$ cat src/rtl/burst_seq_pkg.sv
// Shared field widths, the captured timing record and the phase encoding
// for the burst peripheral bus timing sequencer.
package burst_seq_pkg;
    localparam int CD_W = 2;
    localparam int OD_W = 2;
    localparam int FW_W = 5;
    localparam int BW_W = 3;
    localparam int WN_W = 2;
    localparam int WF_W = 2;
    localparam int TH_W = 3;
    localparam int SUM_W = FW_W + 1;

    typedef struct packed {
        logic [CD_W-1:0] cs_dly;
        logic [OD_W-1:0] oe_dly;
        logic [FW_W-1:0] first_wait;
        logic [BW_W-1:0] burst_wait;
        logic [WN_W-1:0] we_on;
        logic [WF_W-1:0] we_off;
        logic [TH_W-1:0] hold;
        logic            be_mode;
        logic            cs_keep;
    } timing_t;

    typedef enum logic [1:0] {
        PH_IDLE = 2'd0,
        PH_ACT  = 2'd1,
        PH_HOLD = 2'd2,
        PH_DONE = 2'd3
    } phase_e;
endpackage

$ cat src/rtl/bseq_cfg_check.sv
// Consistency check of the timing fields.
// Assumes: fields are static while checked; purely combinational.
module bseq_cfg_check
    import burst_seq_pkg::*;
(
    input  timing_t cfg,
    output logic    bad
);
    logic [SUM_W-1:0] need_first;
    logic [SUM_W-1:0] need_burst;
    logic [SUM_W-1:0] widest;

    // Worst-case first-beat and later-beat demands against the waits.
    always_comb begin
        widest     = (cfg.oe_dly > cfg.we_on) ? SUM_W'(cfg.oe_dly) : SUM_W'(cfg.we_on);
        need_first = SUM_W'(cfg.cs_dly) + widest + SUM_W'(cfg.we_off);
        need_burst = SUM_W'(cfg.we_on) + SUM_W'(cfg.we_off);
        bad        = (SUM_W'(cfg.first_wait) < need_first) ||
                     (SUM_W'(cfg.burst_wait) < need_burst);
    end
endmodule

$ cat src/rtl/bseq_phase_ctrl.sv
// Transfer phase machine: captures the request and timing fields on
// acceptance and walks active beats, hold cycles and the done cycle.
// Assumes: start is only raised in PH_IDLE with consistent fields.
module bseq_phase_ctrl
    import burst_seq_pkg::*;
#(
    parameter int LANES      = 4,
    parameter int LINE_WORDS = 8,
    localparam int IDX_W     = $clog2(LINE_WORDS),
    localparam int CNT_W     = IDX_W + 1
) (
    input  logic             clk,
    input  logic             rst_n,
    input  logic             start,
    input  timing_t          cfg_in,
    input  logic             write_in,
    input  logic [LANES-1:0] lanes_in,
    input  logic [CNT_W-1:0] beats_in,
    output phase_e           phase,
    output logic [IDX_W-1:0] beat,
    output logic [FW_W-1:0]  off,
    output logic             first,
    output logic             on_last,
    output timing_t          cfg_q,
    output logic             write_q,
    output logic [LANES-1:0] lanes_q
);
    logic [IDX_W-1:0] last_idx;
    logic [IDX_W-1:0] last_idx_in;
    logic [TH_W-1:0]  hcnt;
    logic [FW_W-1:0]  beat_end;

    // Clamp the requested beat count into 1..LINE_WORDS, as a last index.
    always_comb begin
        if (beats_in == '0)
            last_idx_in = '0;
        else if (beats_in > CNT_W'(LINE_WORDS))
            last_idx_in = IDX_W'(LINE_WORDS - 1);
        else
            last_idx_in = IDX_W'(beats_in - CNT_W'(1));
    end

    // Final offset of the current beat.
    always_comb begin
        beat_end = first ? cfg_q.first_wait : FW_W'(cfg_q.burst_wait);
    end

    assign first   = (beat == '0);
    assign on_last = (beat == last_idx);

    // Phase, beat, offset and hold counters.
    always_ff @(posedge clk) begin
        if (!rst_n) begin
            phase    <= PH_IDLE;
            beat     <= '0;
            off      <= '0;
            hcnt     <= '0;
            last_idx <= '0;
            cfg_q    <= '0;
            write_q  <= 1'b0;
            lanes_q  <= '0;
        end else begin
            case (phase)
                PH_IDLE: begin
                    if (start) begin
                        phase    <= PH_ACT;
                        beat     <= '0;
                        off      <= '0;
                        last_idx <= last_idx_in;
                        cfg_q    <= cfg_in;
                        write_q  <= write_in;
                        lanes_q  <= lanes_in;
                    end
                end
                PH_ACT: begin
                    if (off == beat_end) begin
                        off <= '0;
                        if (beat == last_idx) begin
                            hcnt  <= '0;
                            phase <= (cfg_q.hold != '0) ? PH_HOLD : PH_DONE;
                        end else begin
                            beat <= beat + IDX_W'(1);
                        end
                    end else begin
                        off <= off + FW_W'(1);
                    end
                end
                PH_HOLD: begin
                    if (hcnt == cfg_q.hold - TH_W'(1))
                        phase <= PH_DONE;
                    else
                        hcnt <= hcnt + TH_W'(1);
                end
                default: phase <= PH_IDLE;
            endcase
        end
    end

    AST_BEAT_BOUND: assert property (@(posedge clk) disable iff (!rst_n)
        (phase == PH_ACT) |-> (beat <= last_idx));
    AST_HOLD_LEN: assert property (@(posedge clk) disable iff (!rst_n)
        (phase == PH_HOLD) |-> (hcnt < cfg_q.hold));
    AST_DONE_ONE: assert property (@(posedge clk) disable iff (!rst_n)
        (phase == PH_DONE) |=> (phase == PH_IDLE));
    AST_CFG_FROZEN: assert property (@(posedge clk) disable iff (!rst_n)
        (phase == PH_ACT) |=> ((phase == PH_IDLE) || $stable(cfg_q)));
endmodule

$ cat src/rtl/bseq_addr_gen.sv
// Wrapping address generator: keeps the line base and critical word and
// forms each beat's word address, critical word first.
// Assumes: LINE_WORDS and LANES are powers of two.
module bseq_addr_gen
    import burst_seq_pkg::*;
#(
    parameter int ADDR_W     = 32,
    parameter int LANES      = 4,
    parameter int LINE_WORDS = 8,
    localparam int IDX_W     = $clog2(LINE_WORDS),
    localparam int BYTE_BITS = $clog2(LANES),
    localparam int LINE_LSB  = IDX_W + BYTE_BITS
) (
    input  logic              clk,
    input  logic              rst_n,
    input  logic              start,
    input  logic [ADDR_W-1:0] base_in,
    input  logic [IDX_W-1:0]  crit_in,
    input  phase_e            phase,
    input  logic [IDX_W-1:0]  beat,
    output logic [ADDR_W-1:0] addr,
    output logic              addr_oe
);
    logic [ADDR_W-1:LINE_LSB] line_q;
    logic [IDX_W-1:0]         crit_q;
    logic [IDX_W-1:0]         word;

    // Capture the line and critical word when a transfer is accepted.
    always_ff @(posedge clk) begin
        if (!rst_n) begin
            line_q <= '0;
            crit_q <= '0;
        end else if (start) begin
            line_q <= base_in[ADDR_W-1:LINE_LSB];
            crit_q <= crit_in;
        end
    end

    // Word index wraps within the line.
    always_comb begin
        word    = crit_q + beat;
        addr    = {line_q, word, {BYTE_BITS{1'b0}}};
        addr_oe = (phase == PH_ACT) || (phase == PH_HOLD);
    end

    AST_ADDR_STEADY_HOLD: assert property (@(posedge clk) disable iff (!rst_n)
        (phase == PH_HOLD) |-> $stable(addr));
endmodule

$ cat src/rtl/bseq_strobe_gen.sv
// Strobe decoder: turns phase, beat and in-beat offset into chip select,
// output enable, write/byte enables, last flag and data drive enable.
// Assumes: captured fields passed the consistency check.
module bseq_strobe_gen
    import burst_seq_pkg::*;
#(
    parameter int LANES = 4
) (
    input  logic             clk,
    input  logic             rst_n,
    input  phase_e           phase,
    input  logic [FW_W-1:0]  off,
    input  logic             first,
    input  logic             on_last,
    input  timing_t          cfg_q,
    input  logic             keep_live,
    input  logic             write_q,
    input  logic [LANES-1:0] lanes_q,
    output logic             cs_n,
    output logic             cs_oe,
    output logic             oe_n,
    output logic [LANES-1:0] we_n,
    output logic             last,
    output logic             wdata_oe
);
    logic             active;
    logic             holding;
    logic [SUM_W-1:0] u;
    logic [SUM_W-1:0] cs_at;
    logic [SUM_W-1:0] oe_at;
    logic [SUM_W-1:0] we_at;
    logic [SUM_W-1:0] we_end;
    logic             we_win;
    logic             we_low;

    // Phase decode and in-beat offset thresholds.
    always_comb begin
        active  = (phase == PH_ACT);
        holding = (phase == PH_HOLD);
        u       = SUM_W'(off);
        cs_at   = first ? SUM_W'(cfg_q.cs_dly) : '0;
        oe_at   = first ? SUM_W'(cfg_q.cs_dly) + SUM_W'(cfg_q.oe_dly) : '0;
        we_at   = cs_at + SUM_W'(cfg_q.we_on);
        we_end  = (first ? SUM_W'(cfg_q.first_wait) : SUM_W'(cfg_q.burst_wait))
                  + SUM_W'(1) - SUM_W'(cfg_q.we_off);
        we_win  = (u >= we_at) && (u < we_end);
    end

    // Chip select and its drive enable.
    always_comb begin
        cs_n  = !(active && (u >= cs_at));
        cs_oe = active || holding ||
                (((phase == PH_IDLE) || (phase == PH_DONE)) && keep_live);
    end

    // Read output enable, write/byte enables, last flag, data drive.
    always_comb begin
        oe_n     = !(active && !write_q && (u >= oe_at));
        we_low   = active && (cfg_q.be_mode || (write_q && we_win));
        we_n     = we_low ? ~lanes_q : '1;
        last     = active && on_last;
        wdata_oe = write_q && (active || holding);
    end

    AST_CS_DRIVEN_LOW: assert property (@(posedge clk) disable iff (!rst_n)
        !cs_n |-> cs_oe);
    AST_OE_INSIDE_CS: assert property (@(posedge clk) disable iff (!rst_n)
        !oe_n |-> !cs_n);
    AST_READ_NO_WE: assert property (@(posedge clk) disable iff (!rst_n)
        (active && !write_q && !cfg_q.be_mode) |-> (&we_n));
    AST_HOLD_QUIET: assert property (@(posedge clk) disable iff (!rst_n)
        holding |-> (cs_n && oe_n && (&we_n) && !last && cs_oe));
endmodule

$ cat src/rtl/burst_strobe_seq.sv
// Top of the burst peripheral bus timing sequencer: accepts a request when
// idle and the timing fields are consistent, then drives the peripheral
// strobes for one single or wrapping burst transfer.
// Assumes: one bank; data capture and packing live elsewhere.
module burst_strobe_seq
    import burst_seq_pkg::*;
#(
    parameter int ADDR_W     = 32,
    parameter int LANES      = 4,
    parameter int LINE_WORDS = 8,
    localparam int IDX_W     = $clog2(LINE_WORDS),
    localparam int CNT_W     = IDX_W + 1
) (
    input  logic              clk,
    input  logic              rst_n,
    input  logic [CD_W-1:0]   cfg_cs_dly,
    input  logic [OD_W-1:0]   cfg_oe_dly,
    input  logic [FW_W-1:0]   cfg_first_wait,
    input  logic [BW_W-1:0]   cfg_burst_wait,
    input  logic [WN_W-1:0]   cfg_we_on,
    input  logic [WF_W-1:0]   cfg_we_off,
    input  logic [TH_W-1:0]   cfg_hold,
    input  logic              cfg_be_mode,
    input  logic              cfg_cs_keep,
    input  logic              req_valid,
    output logic              req_ready,
    input  logic              req_write,
    input  logic [ADDR_W-1:0] req_addr,
    input  logic [LANES-1:0]  req_lanes,
    input  logic [CNT_W-1:0]  req_beats,
    input  logic [IDX_W-1:0]  req_crit,
    output logic [ADDR_W-1:0] pb_addr,
    output logic              pb_addr_oe,
    output logic              pb_cs_n,
    output logic              pb_cs_oe,
    output logic              pb_oe_n,
    output logic [LANES-1:0]  pb_we_n,
    output logic              pb_last,
    output logic              pb_wdata_oe,
    output logic              xfer_done,
    output logic              cfg_err
);
    timing_t          cfg_live;
    timing_t          cfg_q;
    phase_e           phase;
    logic [IDX_W-1:0] beat;
    logic [FW_W-1:0]  off;
    logic             first;
    logic             on_last;
    logic             write_q;
    logic [LANES-1:0] lanes_q;
    logic             start;

    // Gather the live timing fields into one record.
    always_comb begin
        cfg_live.cs_dly     = cfg_cs_dly;
        cfg_live.oe_dly     = cfg_oe_dly;
        cfg_live.first_wait = cfg_first_wait;
        cfg_live.burst_wait = cfg_burst_wait;
        cfg_live.we_on      = cfg_we_on;
        cfg_live.we_off     = cfg_we_off;
        cfg_live.hold       = cfg_hold;
        cfg_live.be_mode    = cfg_be_mode;
        cfg_live.cs_keep    = cfg_cs_keep;
    end

    bseq_cfg_check u_check (
        .cfg (cfg_live),
        .bad (cfg_err)
    );

    // Acceptance handshake and done pulse.
    always_comb begin
        req_ready = (phase == PH_IDLE) && !cfg_err;
        start     = req_valid && req_ready;
        xfer_done = (phase == PH_DONE);
    end

    bseq_phase_ctrl #(.LANES(LANES), .LINE_WORDS(LINE_WORDS)) u_phase (
        .clk      (clk),
        .rst_n    (rst_n),
        .start    (start),
        .cfg_in   (cfg_live),
        .write_in (req_write),
        .lanes_in (req_lanes),
        .beats_in (req_beats),
        .phase    (phase),
        .beat     (beat),
        .off      (off),
        .first    (first),
        .on_last  (on_last),
        .cfg_q    (cfg_q),
        .write_q  (write_q),
        .lanes_q  (lanes_q)
    );

    bseq_addr_gen #(.ADDR_W(ADDR_W), .LANES(LANES), .LINE_WORDS(LINE_WORDS)) u_addr (
        .clk     (clk),
        .rst_n   (rst_n),
        .start   (start),
        .base_in (req_addr),
        .crit_in (req_crit),
        .phase   (phase),
        .beat    (beat),
        .addr    (pb_addr),
        .addr_oe (pb_addr_oe)
    );

    bseq_strobe_gen #(.LANES(LANES)) u_strobe (
        .clk       (clk),
        .rst_n     (rst_n),
        .phase     (phase),
        .off       (off),
        .first     (first),
        .on_last   (on_last),
        .cfg_q     (cfg_q),
        .keep_live (cfg_cs_keep),
        .write_q   (write_q),
        .lanes_q   (lanes_q),
        .cs_n      (pb_cs_n),
        .cs_oe     (pb_cs_oe),
        .oe_n      (pb_oe_n),
        .we_n      (pb_we_n),
        .last      (pb_last),
        .wdata_oe  (pb_wdata_oe)
    );

    AST_NO_START_ON_ERR: assert property (@(posedge clk) disable iff (!rst_n)
        ((phase == PH_IDLE) && cfg_err) |=> (phase == PH_IDLE));
    AST_DONE_PULSE: assert property (@(posedge clk) disable iff (!rst_n)
        xfer_done |=> !xfer_done);
    AST_LAST_IN_WINDOW: assert property (@(posedge clk) disable iff (!rst_n)
        pb_last |-> (pb_addr_oe && !xfer_done));
endmodule

$ cat config.mk
export PLATFORM = sky130hd
export DESIGN_NAME = burst_strobe_seq
export DESIGN_NICKNAME = d
export VERILOG_FILES = /design/src/rtl/burst_seq_pkg.sv /design/src/rtl/bseq_cfg_check.sv /design/src/rtl/bseq_phase_ctrl.sv /design/src/rtl/bseq_addr_gen.sv /design/src/rtl/bseq_strobe_gen.sv /design/src/rtl/burst_strobe_seq.sv
export SDC_FILE = /design/constraint.sdc
export NUM_CORES = 1
export LEC_CHECK = 0
export BUFFER_PORTS_ARGS = -buffer_cell sky130_fd_sc_hd__buf_2
export CORE_MARGIN = 5
export CORE_UTILIZATION = 54
export CTS_CLUSTER_SIZE = 28
export DETAILED_ROUTE_END_ITERATION = 8
export PLACE_DENSITY = 0.81
export SLEW_MARGIN = 20
export SYNTH_ARGS = -nofsm -noshare
export SYNTH_HDL_FRONTEND = slang
export SYNTH_SLANG_ARGS = --single-unit
$ cat constraint.sdc
create_clock -name clk -period 4.2 [get_ports clk]
set_input_delay 0.84 -clock clk [delete_from_list [all_inputs] [get_ports clk]]
set_output_delay 0.84 -clock clk [all_outputs]
set_load 0.02 [all_outputs]
* Word level (Yosys, flattened, before mapping)
Index checks and enable logic that the tools add are counted.
Storage, ports and cells: register bits 71, bits of input ports 68, output and inout bits 45, logic and storage cells 107
Cells by class: order comparisons 8, multiplexer cells 25, reduce and logical (&&, ||, !) cells 31, equality and inequality tests 12, bitwise gates (word level) 1, add/sub/neg operators 13
Operators with widths (number):
- 3-bit 2-to-1 mux | 8
- 5-bit 2-to-1 mux | 4
- 5-bit by 6-bit >= comparator with 1-bit output | 3
- 6-bit by 2-bit adder with 6-bit output | 2
- 5-bit by 6-bit less-than comparator with 1-bit output | 2
- 2-bit 2-to-1 mux | 6
- 3-bit one-hot mux with 2 select lines | 2
- 4-bit AND reduction | 3
- 1-bit logical AND | 11
- 2-bit != test (second input constant) | 5
- 5-bit one-hot mux with 2 select lines | 1
- 2-bit by 2-bit adder with 3-bit output | 2
- 2-bit by 6-bit adder with 6-bit output | 1
- 3-bit by 1-bit adder with 3-bit output (second input constant) | 2
- 6-bit by 1-bit adder with 6-bit output (second input constant) | 1
- 3-bit == test | 2
- 3-bit by 6-bit less-than comparator with 1-bit output | 1
- 6-bit 2-to-1 mux | 1
- 2-bit one-hot mux with 3 select lines | 1
- 3-bit by 1-bit subtractor with 3-bit output (second input constant) | 2
- 6-bit by 2-bit subtractor with 6-bit output | 1
- 5-bit by 1-bit adder with 5-bit output (second input constant) | 1
- 5-bit == test | 1
- 1-bit logical OR | 5
- 16 further kinds | 22

* Depth between registers and ports, before layout
depth in word-level cells 11, depth in mapped cells 18, mapped depth without buffers 17

* Hierarchy
A second synthesis with hierarchy kept.
Unflattened totals: cell total of the unflattened synthesis 506, area total of the unflattened synthesis 4486.8 µm²
By module, submodules not included:
- bseq_phase_ctrl | area each 2142.1 µm², sequential area each 840.8 µm², cells an instance 266, instances 1
- bseq_addr_gen | area each 1248.7 µm², sequential area each 600.6 µm², cells an instance 105, instances 1
- bseq_strobe_gen | area each 744.5 µm², sequential area each 0.0 µm², cells an instance 95, instances 1
- bseq_cfg_check | area each 324.1 µm², sequential area each 0.0 µm², cells an instance 37, instances 1
- burst_strobe_seq | area each 27.5 µm², sequential area each 0.0 µm², cells an instance 3, instances 1

* Worst setup path before layout
Ideal clock, no wire load.
path kind input-to-output, start input port cfg_we_on[1], end output port req_ready, path slack 0.026 ns, required time 3.360 ns, data arrival time 3.334 ns, cell stages on the path 15, path buffers 0, cells stage by stage inv_1 ha_1 nor2_1 o22ai_1 mux2i_1 fa_1 inv_1 ha_1 ha_1 inv_1 ha_1 o211ai_1 o21ai_1 nand2_1 nor2_1
On the way: longest elaborated chain between the ends 8, elaborated cells on any way between the ends 10, those cells by class add/sub (3); order compare (3); mux (1); reduce/logical (3)
RTL lines:
- from (decl) | line burst_strobe_seq.sv:20 | input logic [WN_W-1:0] cfg_we_on,
- 2-bit greater-than comparator | line bseq_cfg_check.sv:15 | widest = (cfg.oe_dly > cfg.we_on) ? SUM_W'(cfg.oe_dly) : SUM_W'(cfg.we_on);
- 2-bit 2-to-1 mux | line bseq_cfg_check.sv:15
- 2-bit by 6-bit adder with 6-bit output | line bseq_cfg_check.sv:16 | need_first = SUM_W'(cfg.cs_dly) + widest + SUM_W'(cfg.we_off);
- 6-bit by 2-bit adder with 6-bit output | line bseq_cfg_check.sv:16
- 5-bit by 6-bit less-than comparator with 1-bit output | line bseq_cfg_check.sv:18 | bad = (SUM_W'(cfg.first_wait) < need_first) ||
- 1-bit logical OR (*) | line bseq_cfg_check.sv:18
- net cfg_err | line burst_strobe_seq.sv:41 | output logic cfg_err
- 1-bit logical NOT (*) | line burst_strobe_seq.sv:74 | req_ready = (phase == PH_IDLE) && !cfg_err;
- 1-bit logical AND (*) | line burst_strobe_seq.sv:74
- to (decl) | line burst_strobe_seq.sv:26 | output logic req_ready,
The timed path passes the listed nets; every way through them passes the cells marked *.

* Worst setup path in the final report
start register u_phase.beat[0], end output port pb_we_n[1]
On the way: longest elaborated chain between the ends 10, elaborated cells on any way between the ends 13, those cells by class add/sub (3); order compare (2); mux (3); reduce/logical (5)
RTL lines:
- from (decl) | line bseq_phase_ctrl.sv:20 | output logic [IDX_W-1:0] beat,
- from (signal assigned) | line bseq_phase_ctrl.sv:82 | beat <= beat + IDX_W'(1);
- 3-bit logical NOT (*) | line bseq_phase_ctrl.sv:48 | assign first = (beat == '0);
- 5-bit 2-to-1 mux | line bseq_strobe_gen.sv:44 | we_end = (first ? SUM_W'(cfg_q.first_wait) : SUM_W'(cfg_q.burst_wait))
- 6-bit by 1-bit adder with 6-bit output | line bseq_strobe_gen.sv:45 | + SUM_W'(1) - SUM_W'(cfg_q.we_off);
- 6-bit by 2-bit subtractor with 6-bit output | line bseq_strobe_gen.sv:45
- 5-bit by 6-bit less-than comparator with 1-bit output | line bseq_strobe_gen.sv:46 | we_win = (u >= we_at) && (u < we_end);
- 1-bit logical AND (*) | line bseq_strobe_gen.sv:46
- 1-bit logical AND (*) | line bseq_strobe_gen.sv:59 | we_low = active && (cfg_q.be_mode || (write_q && we_win));
- 1-bit logical OR (*) | line bseq_strobe_gen.sv:59
- 1-bit logical AND (*) | line bseq_strobe_gen.sv:59
- 4-bit 2-to-1 mux (*) | line bseq_strobe_gen.sv:60 | we_n = we_low ? ~lanes_q : '1;
- to (decl) | line burst_strobe_seq.sv:37 | output logic [LANES-1:0] pb_we_n,
Mark *: on every way between the ends. The rest lies on a longest branch, timed or not.

==> flow_summary.ini <==
[setup_path]
r2r_end = u_phase.hcnt[1]$_SDFFE_PN0P_
critPathLaunchType = flop
cp_max_fo = 4
r2r_start = u_phase.beat[0]$_SDFFE_PN0P_
crit_start = u_phase.beat[0]$_SDFFE_PN0P_
cp_data_required_time_ns = 3.36
crit_path_end_kind = primary output
crit_arrival_ns = 3.40
ff2ff_path_depth = 9
r2r_slack_ns = 1.87
path_class = reg -> out

[cts]
cts_made_buffers = 9
cts_tree = built
htreeDepth = 3
cts_root_buf = clkbuf_8
clock_sinks = 71
cts.clk_slew.worst_paths_ns = 0.08
clkLatencyLatePin_ns = 0.35
cts_buffer_depth = 2

[sta]
fmax_ghz = 0.236
period_share_pct = 101
setup_viol = 4
slew_headroom_pct = 57.6
hold_viol = 0
hold_ws_ns = 0.462
finalWorstSetupSlack_ns = -0.0435
period_minus_slack_ns = 4.24
skew_ns = 0.00948
drv_slew = 0
rsz0062_at_grt = true
worstMarginPinSlew_ns = 0.637
fin_tns_setup_ns = -0.113

[status]
status = complete, but fails checks
violations = setup timing

[die]
die_h_um = 99.8
coreArea_um2 = 7810
rows = 32
die_width_um = 99.8
io_pins = 113
dieArea_um2 = 9950
start_util_pct = 55.7

[pwr]
p_leak_nw = 2.50
peakVddDrop_v = 0.000247
total_power_mw = 2.25
powerDensity_nw_per_um2 = 408

[placement]
place_hpwl_mm = 7.90
io_buffer_count = 105
place_area_um2 = 5070
pre_cts_slack_ns = -0.186
dp.cells = 719
place.gp.congestion = 0.845

[global_route]
antenna_found_initial = 0
grt_usage_pct = 22.4
grt_overflow_total = 0
grt_pass1_vias = 3974
grt_first_pass_wirelength_mm = 18.3
grt_max_degree = 75

[logic_synthesis]
muxShareOfSynthArea_pct = 2.24
synth-compound-area-share_pct = 19.7
synthFlopType = dfxtp_1
synth_top_cell_by_area = dfxtp_1
yosysWarnings = 0
yosysSeqAreaShare_pct = 32.7
synthAdderAreaFrac_pct = 15.8
netlist_top_cells_area = dfxtp_1, ha_1, nand2_1
synth_cell_types = 64
netlist_area_um2 = 4350
synth_top_family_by_area = simple AND/OR/NAND/NOR gates
synth_edf_count = 0
synth_xor_area_share_pct = 3.11
synth-seq-cells = 71
yosysTopAreaCellShare_pct = 32.7
async_reset_ff_share_pct = 0
synth-simple-area-share_pct = 20.0
synth_area_per_cell_um2 = 8.42
synth_cells = 517

[final_layout]
final_util_pct = 70.7
layout_common_cells = nand2_1, buf_2, dfxtp_1
multiInputGateArea_um2 = 2820
regArea_um2 = 1420
synthToLayoutAreaGrowth_pct = 26.8
antennaDiodeCount = 0
fin_area_um2 = 5520
n_fill_cell = 586
drive_gt1_share_pct = 30.1
nets = 751
mostFrequentLayoutCell = nand2_1
fin_cells = 740

[drt]
drt-wirelength-per-cell_um = 15.1
detail-route-antenna-nets = 0
vias_per_cell = 5.40
drc = 0
via_count = 3998
drtIter0Drc = 180
drtPass1Iterations = 4
wl_mm = 11.2

[run]
maxCapViolCount = 0

[min_path]
hold_path_depth = 2
min_to = u_addr.line_q[9]$_SDFFE_PN0P_
worst_hold_path_type = reg -> reg
worstHoldStart = u_addr.line_q[9]$_SDFFE_PN0P_
[sequential cells by signal, summed over array words and instances, names as in the netlist, 3 cells and up]
register,flops
u_addr.crit_q,3
u_phase.cfg_q,20
u_phase.last_idx,3
u_addr.line_q,27
u_phase.beat,3
u_phase.hcnt,3
u_phase.off,5
u_phase.lanes_q,4
[metal layers]
layer	track usage, %	up-vias	part of all wire (%)
met3	5.42	25	7.4
met4	9.98	0	2.2
met5	0	-	0
li1	-	1955	-
met1	27.7	1876	41
met2	36.9	142	49
[where the power goes]
part	internal [mW]	switching, mW
Sequential	0.746	0.0519
Clock	0.306	0.274
Combinational	0.366	0.511
Total	1.42	0.837
[cell families after synthesis]
kind of cell / Yosys count
AND/OR/NAND/NOR: 193
multiplexers: 8
AO/OA/AOI/OAI: 112
XOR/XNOR: 13
buffers and inverters: 68
adder cells (fa/ha/maj): 51
flip-flops: 71
other: 1
[worst max-delay path: stages (launching register included)]
cell and delay (ns):
dfxtp_1 0.32, inv_1 0.08, ha_4 0.16, nand2b_4 0.07, mux2i_4 0.19, ha_1 0.27
inv_1 0.04, ha_2 0.18, fa_1 0.48, inv_1 0.04, ha_1 0.26, a21o_1 0.17
a211oi_2 0.25, o311a_4 0.23, o211ai_1 0.11, buf_4 0.20
[Yosys cell counts (2+ instances only)]
library cell and n:
buf_2 4, a21o_1 9, nor2_1 14, buf_4 3, mux2i_1 6, o21ai_0 4, o21ai_1 2, inv_1 42
or2b_2 2, and2_1 2, xor2_1 8, nor2b_1 3, a31oi_1 5, a211oi_1 2, xnor2_1 3, o211ai_1 6
ha_1 43, clkbuf_1 18, and2_2 2, nor2b_2 2, nand2_1 136, o211a_1 3, a21oi_1 5, nand3_1 6
nand2b_1 6, a21boi_0 58, nor3_1 5, nand3b_1 3, o22ai_1 2, a22o_1 3, dfxtp_1 71, fa_1 7
[worst max-delay path by stage]
stage                     slack, ns  cells past startpoint    endpoint
final                         -0.04                     15  pb_we_n[1]
after global routing          -0.19                     15  pb_we_n[1]
after CTS                     -0.06                     15  pb_we_n[1]
after detailed placement      -0.19                     17   req_ready
after global placement        -0.04                     17   req_ready
after floorplan                0.03                     15   req_ready
[final cells by class]
class,instances,area share (%)
inverters,42,2.95
flip-flops and latches,71,25.8
clock inverters,5,1.02
well taps,102,2.31
repair buffers,130,14.1
multi-input cells,379,51.1
clock buffers,11,2.74
[what timing repair did]
| item | in CTS | in global routing |
|---|---|---|
| cloned | 0 | 0 |
| resized for setup | 33 | 13 |
| hold buffers | 0 | 0 |
| pin swaps | 13 | 11 |
| endpoints found under the setup margin | 6 | 6 |
| setup buffers | 4 | 1 |
Note: power is estimated with default switching activity, not from simulation.
